File: src/rtl/dmac_ctl_pkg.sv
package dmac_ctl_pkg;
  localparam int FIELD_W = 4;
  localparam int EN_BIT  = 0;
  localparam int MEN_BIT = 1;
  localparam int EIE_BIT = 2;
  localparam int BIE_BIT = 3;
  localparam int N_IRQ   = 2;

  typedef struct packed {
    logic bie;
    logic eie;
    logic men;
    logic en;
  } ctl_bits_t;
endpackage

File: src/rtl/dmac_ctl_regs.sv
module dmac_ctl_regs
  import dmac_ctl_pkg::*;
(
  input  logic               clk,
  input  logic               rst_n,
  input  logic               wr,
  input  logic               rd,
  input  logic [FIELD_W-1:0] wdata,
  input  logic               count_done,
  output ctl_bits_t          bits_q,
  output ctl_bits_t          bits_d,
  output logic               armed_q
);
  logic armed_d;

  always_comb begin
    bits_d  = bits_q;
    armed_d = armed_q;
    if (wr) begin
      armed_d     = 1'b0;
      bits_d.men  = wdata[MEN_BIT];
      bits_d.eie  = wdata[EIE_BIT];
      bits_d.bie  = wdata[BIE_BIT];
      if (!wdata[EN_BIT])
        bits_d.en = 1'b0;
      else if (armed_q)
        bits_d.en = 1'b1;
    end else if (rd && !bits_q.en) begin
      armed_d = 1'b1;
    end
    if (count_done)
      bits_d.en = 1'b0;
  end

  always_ff @(posedge clk) begin
    if (!rst_n) begin
      bits_q  <= '0;
      armed_q <= 1'b0;
    end else begin
      bits_q  <= bits_d;
      armed_q <= armed_d;
    end
  end
endmodule

File: src/rtl/dmac_req_gate.sv
module dmac_req_gate (
  input  logic act_req,
  input  logic act_is_irq,
  input  logic en,
  input  logic men,
  output logic xfer_start,
  output logic fwd_irq
);
  always_comb begin
    xfer_start = act_req & en & men;
    fwd_irq    = act_req & act_is_irq & ~en;
  end
endmodule

File: src/rtl/dmac_irq_latch.sv
module dmac_irq_latch #(
  parameter bit RESUME_CANCELS = 1'b0
) (
  input  logic clk,
  input  logic rst_n,
  input  logic src_q,
  input  logic src_d,
  input  logic ie_d,
  output logic irq
);
  logic irq_d;
  logic fell;
  logic keep;

  assign fell = src_q & ~src_d;
  assign keep = RESUME_CANCELS ? ~src_d : 1'b1;

  always_comb irq_d = ie_d & keep & (irq | fell);

  always_ff @(posedge clk) begin
    if (!rst_n) irq <= 1'b0;
    else        irq <= irq_d;
  end
endmodule

File: src/rtl/dmac_chan_ctl.sv
module dmac_chan_ctl
  import dmac_ctl_pkg::*;
#(
  parameter int DATA_W = 8
) (
  input  logic              clk,
  input  logic              rst_n,
  input  logic              reg_wr,
  input  logic              reg_rd,
  input  logic [DATA_W-1:0] reg_wdata,
  output logic [DATA_W-1:0] reg_rdata,
  input  logic              act_req,
  input  logic              act_is_irq,
  input  logic              count_done,
  output logic              xfer_start,
  output logic              fwd_irq,
  output logic              end_irq,
  output logic              brk_irq
);
  localparam int PAD_W = DATA_W - FIELD_W;

  ctl_bits_t bits_q, bits_d;
  logic      arm_flag;
  logic [N_IRQ-1:0] src_q, src_d, ie_d, irq_vec;
  logic      unused_hi;

  assign unused_hi = ^reg_wdata[DATA_W-1:FIELD_W];

  dmac_ctl_regs u_regs (
    .clk        (clk),
    .rst_n      (rst_n),
    .wr         (reg_wr),
    .rd         (reg_rd),
    .wdata      (reg_wdata[FIELD_W-1:0]),
    .count_done (count_done),
    .bits_q     (bits_q),
    .bits_d     (bits_d),
    .armed_q    (arm_flag)
  );

  dmac_req_gate u_gate (
    .act_req    (act_req),
    .act_is_irq (act_is_irq),
    .en         (bits_q.en),
    .men        (bits_q.men),
    .xfer_start (xfer_start),
    .fwd_irq    (fwd_irq)
  );

  // index 0: end-of-transfer event, index 1: break event
  assign src_q = {bits_q.men, bits_q.en};
  assign src_d = {bits_d.men, bits_d.en};
  assign ie_d  = {bits_d.bie, bits_d.eie};

  for (genvar i = 0; i < N_IRQ; i++) begin : g_irq
    dmac_irq_latch #(.RESUME_CANCELS(i == 1)) u_latch (
      .clk   (clk),
      .rst_n (rst_n),
      .src_q (src_q[i]),
      .src_d (src_d[i]),
      .ie_d  (ie_d[i]),
      .irq   (irq_vec[i])
    );
  end

  assign end_irq   = irq_vec[0];
  assign brk_irq   = irq_vec[1];
  assign reg_rdata = {{PAD_W{1'b0}}, bits_q};
endmodule

File: config.mk
export PLATFORM = sky130hd
export DESIGN_NAME = dmac_chan_ctl
export DESIGN_NICKNAME = d
export VERILOG_FILES = /design/src/rtl/dmac_ctl_pkg.sv /design/src/rtl/dmac_ctl_regs.sv /design/src/rtl/dmac_req_gate.sv /design/src/rtl/dmac_irq_latch.sv /design/src/rtl/dmac_chan_ctl.sv
export SDC_FILE = /design/constraint.sdc
export NUM_CORES = 1
export LEC_CHECK = 0
export BUFFER_PORTS_ARGS = -buffer_cell sky130_fd_sc_hd__buf_2
export CORE_AREA = 2 2 39 41
export DETAILED_ROUTE_END_ITERATION = 10
export DIE_AREA = 0 0 41 43
export MAX_ROUTING_LAYER = met4
export PLACE_DENSITY = 0.68
export SYNTH_ARGS = -nofsm -noshare
export SYNTH_HDL_FRONTEND = slang
export SYNTH_SLANG_ARGS = --single-unit
export TNS_END_PERCENT = 5
File: constraint.sdc
create_clock -name clk -period 0.8 [get_ports clk]
set_clock_uncertainty 0.05 [all_clocks]
set_input_delay 0.08 -clock clk [delete_from_list [all_inputs] [get_ports clk]]
set_output_delay 0.08 -clock clk [all_outputs]
set_load 0.1 [all_outputs]
==> metrics, run 1 <==
Int Power=roughly 0.00064 W; DRT Pass-1 Iters=3; core area=1380 µm²; total CTS buffers=3; Max Clock Freq=~840 MHz; path type of the worst setup path=reg -> out; CTS tree=done; WP data arrival=roughly 1.1 ns; Hold Slack=-0.0295 ns; Die Area=1760 µm²; pin count of the biggest net entering global routing=8; Worst Path Required=0.67 ns; Switching Power=0.000371 W; CTS sink cnt=7; DP Wirelength=559 µm; layout net count=between 70 and 80; routability congestion estimate=0.646; max incr delay on CP=roughly 0.34 ns; DRC Markers=0; non-filler cells, final=74; Reg power frac=35.9%; layout cells sized above 1=65.5%; Power, Total=between 0.001 and 0.0015 W; Critical-path top delay cell=dfxtp_4; sw frac=36.5%; startpoint types=flip-flop; TNS Setup=-2.10 ns; Seq/Total Area, Yosys=between 40% and 50%; ANT cells=0; RSZ-0062 raised after global routing=yes; Clock transition at path regs=0.05 ns; Hold Crit Class=in -> reg; Overflow after GRT=0; WL met3=84 µm; final setup vio count=13; pwr dens=between 1500 and 2000 nW/µm²; crit share post-route=148%; maximum buffer depth of the clock tree=2; status=finished with violations; Placement Setup Slack=-0.132 ns; CP cell instances=and3b_4 > buf_12; Netlist cell types=16; final wirelength=between 700 and 800 µm; mapped cell area=344 µm²; row count=14; starting DRC count in detailed routing=1; Top Ports=27; clk_lat worst skew=approximately 0.25 ns; H-Tree Depth=1; initial antenna violation count=0; synthesis-to-layout area growth=81.8%; Max Cap Violations=0; Antenna Nets Post-Route=0; Filler Cell Count=140; max-slew violations=0; Cells after Synth=35; Die Span Y=43 µm; Leakage=0.274 nW; PortBufs=18; first-pass GRT wire length=1190 µm; CP Capture Type=output pin; WL met1=296 µm; Die Wd=~40 µm; Comb pwr share=about a third; Final Core Density=45.2%; root buf cell=clkbuf_4; Syn Area/Cell=9.83 µm²; Clock Power Share=approximately a third; VDD IR-drop max=0.000648 V; Tmin final=1.19 ns; placed insts=slightly below 70; Final Hold Viols=1; GRT Overall Usage=11.2%; Top Layer Used=met4; Synth warnings=0; vias=309; WL per Instance=10.1 µm; Seq cells post-synth=7; final setup margin=-0.385 ns; commonest non-fill, non-tap cells in the layout=buf_2 (10), buf_12 (8), dfxtp_4 (5), buf_4 (5); vias in the first global route=304; Worst Path Max Fanout=3; most common cell after layout, fill and taps aside=buf_2; metal2 WL=355 µm; failing checks=hold timing, setup timing; Initial Util=approximately a quarter; via density per instance=approximately 4.2
-- metal layers --
metal | global-route usage, % | up-vias
li1 | - | 155
met3 | 4.71 | 2
met5 | - | -
met4 | 12.0 | 0
met2 | 15.3 | 18
met1 | 10.6 | 134
-- stage by stage --
stage                     cell area, µm²  hold slack [ns]
after floorplan                      384           0.0985
after CTS                            626          -0.0456
final                                626          -0.0295
after global placement               588            0.219
after global routing                 626          -0.0478
after detailed placement             588            0.226
-- power groups by stage --
| stage | clock network, W | registers (W) | logic, W |
|---|---|---|---|
| after floorplan | 0 | 0.000421 | 0.000201 |
| after global placement | 0 | 0.000374 | 0.000327 |
| after detailed placement | 0 | 0.000374 | 0.000329 |
| after CTS | 0.000342 | 0.000364 | 0.000331 |
| after global routing | 0.000373 | 0.000366 | 0.000344 |
| final | 0.000320 | 0.000364 | 0.000330 |
-- final cells by class --
type | count | area [µm²] | share of cell area (%)
sequential | 7 | 160 | 25.6
multi-input combinational | 21 | 160 | 25.6
inverter | 3 | 11.3 | 1.80
tap | 16 | 20.0 | 3.20
timing repair buffer | 23 | 248 | 39.6
clock buffer | 4 | 26.3 | 4.20
-- logic make-up (layout without fill, tap and decap cells) --
family	count (synthesis)	after routing	share of synthesized area, %
compound gates	5	5	12.7
mux	3	3	8.73
buf+inv	10	30	19.6
simple gates	9	9	17.1
flops	7	7	40.7
other cells	1	4	1.09
-- path summary, 6_finish.rpt --
| path | start | end | slack, ns | cells past startpoint |
|---|---|---|---|---|
| setup reg to reg | u_regs.bits_q[0] | g_irq[0].u_latch.irq | -0.20 | 4 |
| hold reg to reg | u_regs.armed_q | u_regs.armed_q | 0.42 | 2 |
| setup / recovery | u_regs.bits_q[0] | fwd_irq | -0.39 | 2 |
| hold / removal | count_done | u_regs.bits_q[0] | -0.03 | 2 |
-- critical path: cells and delay by family (launching register included) --
kind,cells,cell delay (ns)
DFF,1,0.34
buffers and inverters,1,0.17
and+or+nand+nor,1,0.30
-- flip-flops by register name (all words and copies together) (netlist names) --
name and flops:
g_irq.u_latch.irq 2, u_regs.bits_q 4, u_regs.armed_q 1
-- synthesized netlist by cell type (all sizes together) --
library cell  n  area, µm²
buf           7       56.3
a21oi         2       13.8
nand2b        1       6.26
dfxtp         7        140
nor2          4       15.0
nand3b        1       7.51
a211oi        2       15.0
nor4b         1       15.0
conb          1       3.75
and3          1       6.26
a2111oi       1       15.0
and3b         1       8.76
mux2i         3       30.0
inv           3       11.3
-- repair_timing --
| item | CTS | global route |
|---|---|---|
| endpoints found under the setup margin | 13 | 13 |
| gates resized for setup | 2 | 0 |
| hold endpoints to repair | 1 | 1 |
| pin swaps | 1 | 1 |
| setup buffers | 1 | 0 |
No activity file was read; power rests on OpenSTA's default activity.
==> run 2, diff against run 1 <==
--- a/config.mk
+++ b/config.mk
@@ -7,11 +7,13 @@
 export LEC_CHECK = 0
 export BUFFER_PORTS_ARGS = -buffer_cell sky130_fd_sc_hd__buf_2
 export CORE_AREA = 2 2 39 41
+export CTS_BUF_LIST = sky130_fd_sc_hd__clkbuf_4 sky130_fd_sc_hd__clkbuf_8
 export DETAILED_ROUTE_END_ITERATION = 10
 export DIE_AREA = 0 0 41 43
 export MAX_ROUTING_LAYER = met4
-export PLACE_DENSITY = 0.68
+export PLACE_DENSITY = 0.67
 export SYNTH_ARGS = -nofsm -noshare
 export SYNTH_HDL_FRONTEND = slang
+export SYNTH_HIERARCHICAL = 1
 export SYNTH_SLANG_ARGS = --single-unit
 export TNS_END_PERCENT = 5
==> metrics, run 2 <==
Top Ports=27; pin count of the biggest net entering global routing=8; layout cells sized above 1=75.8%; Worst Path Required=0.67 ns; core area=1380 µm²; Tmin final=1.14 ns; vias in the first global route=287; Hold Slack=0.0481 ns; status=finished with violations; max-slew violations=0; Bufs and invs on worst path=1; DP Wirelength=554 µm; max reg flops=4; routability congestion estimate=0.768; Seq/Total Area, Yosys=between 40% and 50%; Leakage=0.337 nW; VDD IR-drop max=between 0.001 and 0.0015 V; GRT Overall Usage=9.38%; Die Span Y=43 µm; top-count cell post-synth=dfxtp_1; WL per Instance=around 9.4 µm; total CTS buffers=3; Die Area=between 1500 and 2000 µm²; maximum buffer depth of the clock tree=2; Post-synth EDFFs=0; row count=14; max incr delay on CP=0.34 ns; DRT Pass-1 Iters=4; Most used DFF post-synth=dfxtp_1; PortBufs=18; Regs by FF count=u_regs/bits_q: 4 flops, g_irq.u_latch/irq: 2 flops, u_regs/armed_q: 1 flops; failing checks=setup timing; CP cell instances=and3b_2 > buf_12; via density per instance=4.23; Final Core Density=49.6%; Critical-path top delay cell=dfxtp_4; placed insts=73; path type of the worst setup path=reg -> out; final setup vio count=15; DRC Markers=0; first-pass GRT wire length=1030 µm; Filler Cell Count=129; Overflow after GRT=0; final setup margin=-0.343 ns; layout net count=78; root buf cell=clkbuf_4; H-Tree Depth=1; non-filler cells, final=between 70 and 80; commonest non-fill, non-tap cells in the layout=buf_2 (10), buf_12 (8), buf_4 (6); CP top delay family=flip-flops; RSZ-0062 raised after global routing=yes; starting DRC count in detailed routing=4; Max Clock Freq=875 MHz; share of the synthesized area in the top cell type=42.3%; final wirelength=733 µm; Async S/R FF share, synth=0%; Placement Setup Slack=-0.186 ns; Hold Crit Class=in -> reg; Max Cap Violations=0; TNS Setup=-2.58 ns; Clock transition at path regs=0.05 ns; vias=330; pwr dens=1570 nW/µm²; Synth warnings=6; register area=roughly 150 µm²; CTS tree=done; Netlist cell types=17; Syn Area/Cell=10.4 µm²; Final Hold Viols=0; ANT cells=0; top post-synthesis cells by count=dfxtp_1 (7), buf_4 (4), and2_1 (3), nor2b_1 (3); synthesis-to-layout area growth=107%; Seq cells post-synth=7; mapped cell area=332 µm²; Antenna Nets Post-Route=0; largest register by flop count=u_regs/bits_q; most common cell after layout, fill and taps aside=buf_2; startpoint types=flip-flop; area occupied by multi-input gates=191 µm²; CTS sink cnt=7; leading area contributor after synthesis=dfxtp_1; Worst Path Max Fanout=4; initial antenna violation count=0; crit share post-route=143%; CP Capture Type=output pin; Die Wd=41 µm; WP data arrival=1.01 ns; top cells by area, synth=dfxtp_1 (42%), buf_4 (9.1%), mux2_2 (6.8%), o211a_1 (6.0%), and2_1 (5.7%); Initial Util=24.0%; Cells after Synth=32; clk_lat worst skew=between 0.2 and 0.3 ns
run 2: repair_timing:
item                                    CTS  global route
endpoints found under the setup margin   15            15
buffers inserted                          1             0
pin swaps                                 1             2
hold buffers                              0             0
resized for setup                         3             3
run 2: area by class of cell:
type	instances	area share, %
Tap cell	16	2.91
Timing Repair Buffer	27	42.1
Multi-Input combinational cell	23	27.9
Inverter	1	0.546
Clock buffer	4	4.37
Sequential cell	7	22.2
run 2: worst reg2reg max path, stage by stage, from the launching register on:
cell     delay (ns)
dfxtp_4        0.35
buf_4          0.11
a21oi_2        0.03
nor3_1         0.18
nor2b_1        0.07
o211a_1        0.20
run 2: final timing paths:
path	to	depth (start not counted)	from	slack [ns]
max	fwd_irq	2	u_regs/bits_q[0]	-0.34
min	u_regs/bits_q[0]	3	count_done	0.05
max reg2reg	g_irq[0].u_latch/irq	5	u_regs/bits_q[0]	-0.31
min reg2reg	u_regs/armed_q	1	u_regs/armed_q	0.47
run 2: where the power goes:
group / switching (W) / internal [W]
registers: 0.0000102 / 0.000360
clock network: 0.000125 / 0.000224
logic: 0.000233 / 0.000126
total: 0.000368 / 0.000710
run 2: metal layers:
layer | track usage [%] | routed length, µm | vias to the layer above
li1 | - | - | 161
met1 | 9.06 | 292 | 151
met2 | 13.1 | 354 | 18
met3 | 6.28 | 86 | 0
met4 | 6.00 | 0 | 0
met5 | - | 0 | -
run 2: through the flow:
stage,power (W),cell area [µm²]
2_1_floorplan,0.000613,364
3_3_place_gp,0.000720,624
3_5_place_dp,0.000722,624
4_1_cts,0.00109,673
5_1_grt,0.00113,687
6_report,0.00108,687
run 2: kinds of logic after synthesis:
family / after synthesis / share of synthesized area, %
flip-flops: 7 / 42.3
AO/OA/AOI/OAI: 3 / 7.55
multiplexers: 3 / 11.3
other: 1 / 1.13
buffers and inverters: 5 / 10.2
AND/OR/NAND/NOR: 13 / 27.5
==> run 3, diff against run 2 <==
--- a/config.mk
+++ b/config.mk
@@ -5,13 +5,14 @@
 export SDC_FILE = /design/constraint.sdc
 export NUM_CORES = 1
 export LEC_CHECK = 0
-export BUFFER_PORTS_ARGS = -buffer_cell sky130_fd_sc_hd__buf_2
 export CORE_AREA = 2 2 39 41
 export CTS_BUF_LIST = sky130_fd_sc_hd__clkbuf_4 sky130_fd_sc_hd__clkbuf_8
+export CTS_CLUSTER_DIAMETER = 50
 export DETAILED_ROUTE_END_ITERATION = 10
 export DIE_AREA = 0 0 41 43
+export DONT_BUFFER_PORTS = 1
 export MAX_ROUTING_LAYER = met4
-export PLACE_DENSITY = 0.67
+export PLACE_DENSITY = 0.48
 export SYNTH_ARGS = -nofsm -noshare
 export SYNTH_HDL_FRONTEND = slang
 export SYNTH_HIERARCHICAL = 1
==> metrics, run 3 (synthesis results as in run 2) <==
most common cell after layout, fill and taps aside=buf_12; synthesis-to-layout area growth=87.9%; root buf cell=clkbuf_4; crit share post-route=143%; ANT cells=0; Regs by FF count=u_regs/bits_q: 4 flops, g_irq.u_latch/irq: 2 flops, u_regs/armed_q: 1 flops; RSZ-0062 raised after global routing=yes; Worst Path Max Fanout=5; Hold Crit Class=in -> reg; Leakage=0.290 nW; Worst Path Required=0.67 ns; CP cell instances=and3b_2 > buf_12; via density per instance=4.20; H-Tree Depth=1; Die Area=approximately 1800 µm²; DRC Markers=0; path type of the worst setup path=reg -> out; Initial Util=24.0%; layout cells sized above 1=67.3%; final setup vio count=15; failing checks=hold timing, setup timing; initial antenna violation count=0; Tmin final=1.14 ns; vias=273; final setup margin=-0.340 ns; pin count of the biggest net entering global routing=8; commonest non-fill, non-tap cells in the layout=buf_12 (8), conb_1 (4), clkbuf_4 (4), dfxtp_2 (4); DP Wirelength=559 µm; Clock transition at path regs=0.05 ns; WL per Instance=11.5 µm; Antenna Nets Post-Route=0; GRT Overall Usage=9.09%; PortBufs=0; row count=14; routability congestion estimate=0.634; fin area=around 620 µm²; first-pass GRT wire length=1050 µm; final wirelength=749 µm; TNS Setup=-2.15 ns; Max Cap Violations=0; clk_lat worst skew=0.24 ns; Max Clock Freq=about 880 MHz; CTS tree=done; Die Span Y=43 µm; starting DRC count in detailed routing=5; Top Ports=27; status=finished with violations; total CTS buffers=3; Overflow after GRT=0; placed cell areas=472 µm²; WP data arrival=roughly 1 ns; maximum buffer depth of the clock tree=2; CP Capture Type=output pin; Hold-fix buffers, CTS=3; Hold Slack=-0.0113 ns; CTS sink cnt=7; CP top delay family=flip-flops; core area=1380 µm²; DRT Pass-1 Iters=2; pwr dens=roughly 1700 nW/µm²; max incr delay on CP=around 0.35 ns; VDD IR-drop max=0.000635 V; vias in the first global route=~270; startpoint types=flip-flop; layout net count=65; largest register by flop count=u_regs/bits_q; max reg flops=4; max-slew violations=0; Die Wd=41 µm; Final Hold Viols=1; Bufs and invs on worst path=1; Critical-path top delay cell=dfxtp_4
run 3: cell count changes in the layout (fill, tap and decap cells not counted), sizes merged:
| cell | delta |
|---|---|
| dlygate4sd3 | +2 |
| buf | -16 |
| dlymetal6s4s | +1 |
run 3: layout make-up:
| cell class | count | area (µm²) |
|---|---|---|
| Clock buffer | 4 | 30.0 |
| Tap cell | 16 | 20.0 |
| Timing Repair Buffer | 14 | 215 |
| Inverter | 1 | 3.75 |
| Fill cell | 127 | 761 |
| Multi-Input combinational cell | 23 | 201 |
| Sequential cell | 7 | 153 |
run 3: path summary, 6_finish.rpt:
check | start | end | slack, ns | cells past startpoint
worst max-delay path | u_regs/bits_q[0] | fwd_irq | -0.34 | 2
worst min-delay path | reg_wdata[1] | g_irq[1].u_latch/irq | -0.01 | 2
worst max register to register | u_regs/bits_q[0] | g_irq[0].u_latch/irq | -0.28 | 5
worst min register to register | g_irq[0].u_latch/irq | g_irq[0].u_latch/irq | 0.47 | 1
run 3: worst reg2reg max path, stage by stage, from the launching register on:
cell and delay, ns:
dfxtp_4 0.35, buf_4 0.11, a21oi_4 0.04, nor3_2 0.16, nor2b_1 0.07, o211a_1 0.19
run 3: stage by stage:
stage	std cells	setup slack, ns	total power [W]	util, %
2_1_floorplan	35	-0.380	0.000613	-
3_3_place_gp	56	-0.191	0.000634	34.1
3_5_place_dp	56	-0.191	0.000637	34.1
4_1_cts	65	-0.348	0.00103	43.1
5_1_grt	65	-0.364	0.00107	45.0
6_report	65	-0.340	0.00103	45.0
run 3: timing repair:
action | in CTS | in global routing
setup buffers | 2 | 0
resized for setup | 12 | 7
endpoints found under the hold margin | 7 | 1
setup endpoints to repair | 14 | 15
pin swaps | 2 | 1
run 3: where the power goes:
part / internal [W] / switching [W] / total [W]
clock: 0.000223 / 0.000115 / 0.000339
sequential: 0.000360 / 0.0000149 / 0.000375
combinational: 0.000102 / 0.000214 / 0.000316
total: 0.000685 / 0.000344 / 0.00103
run 3: layer usage:
layer | global-route usage, % | part of all wire (%)
met1 | 12.1 | 38
met2 | 12.2 | 52
met3 | 3.14 | 10
met4 | 4.00 | 0
met5 | - | 0
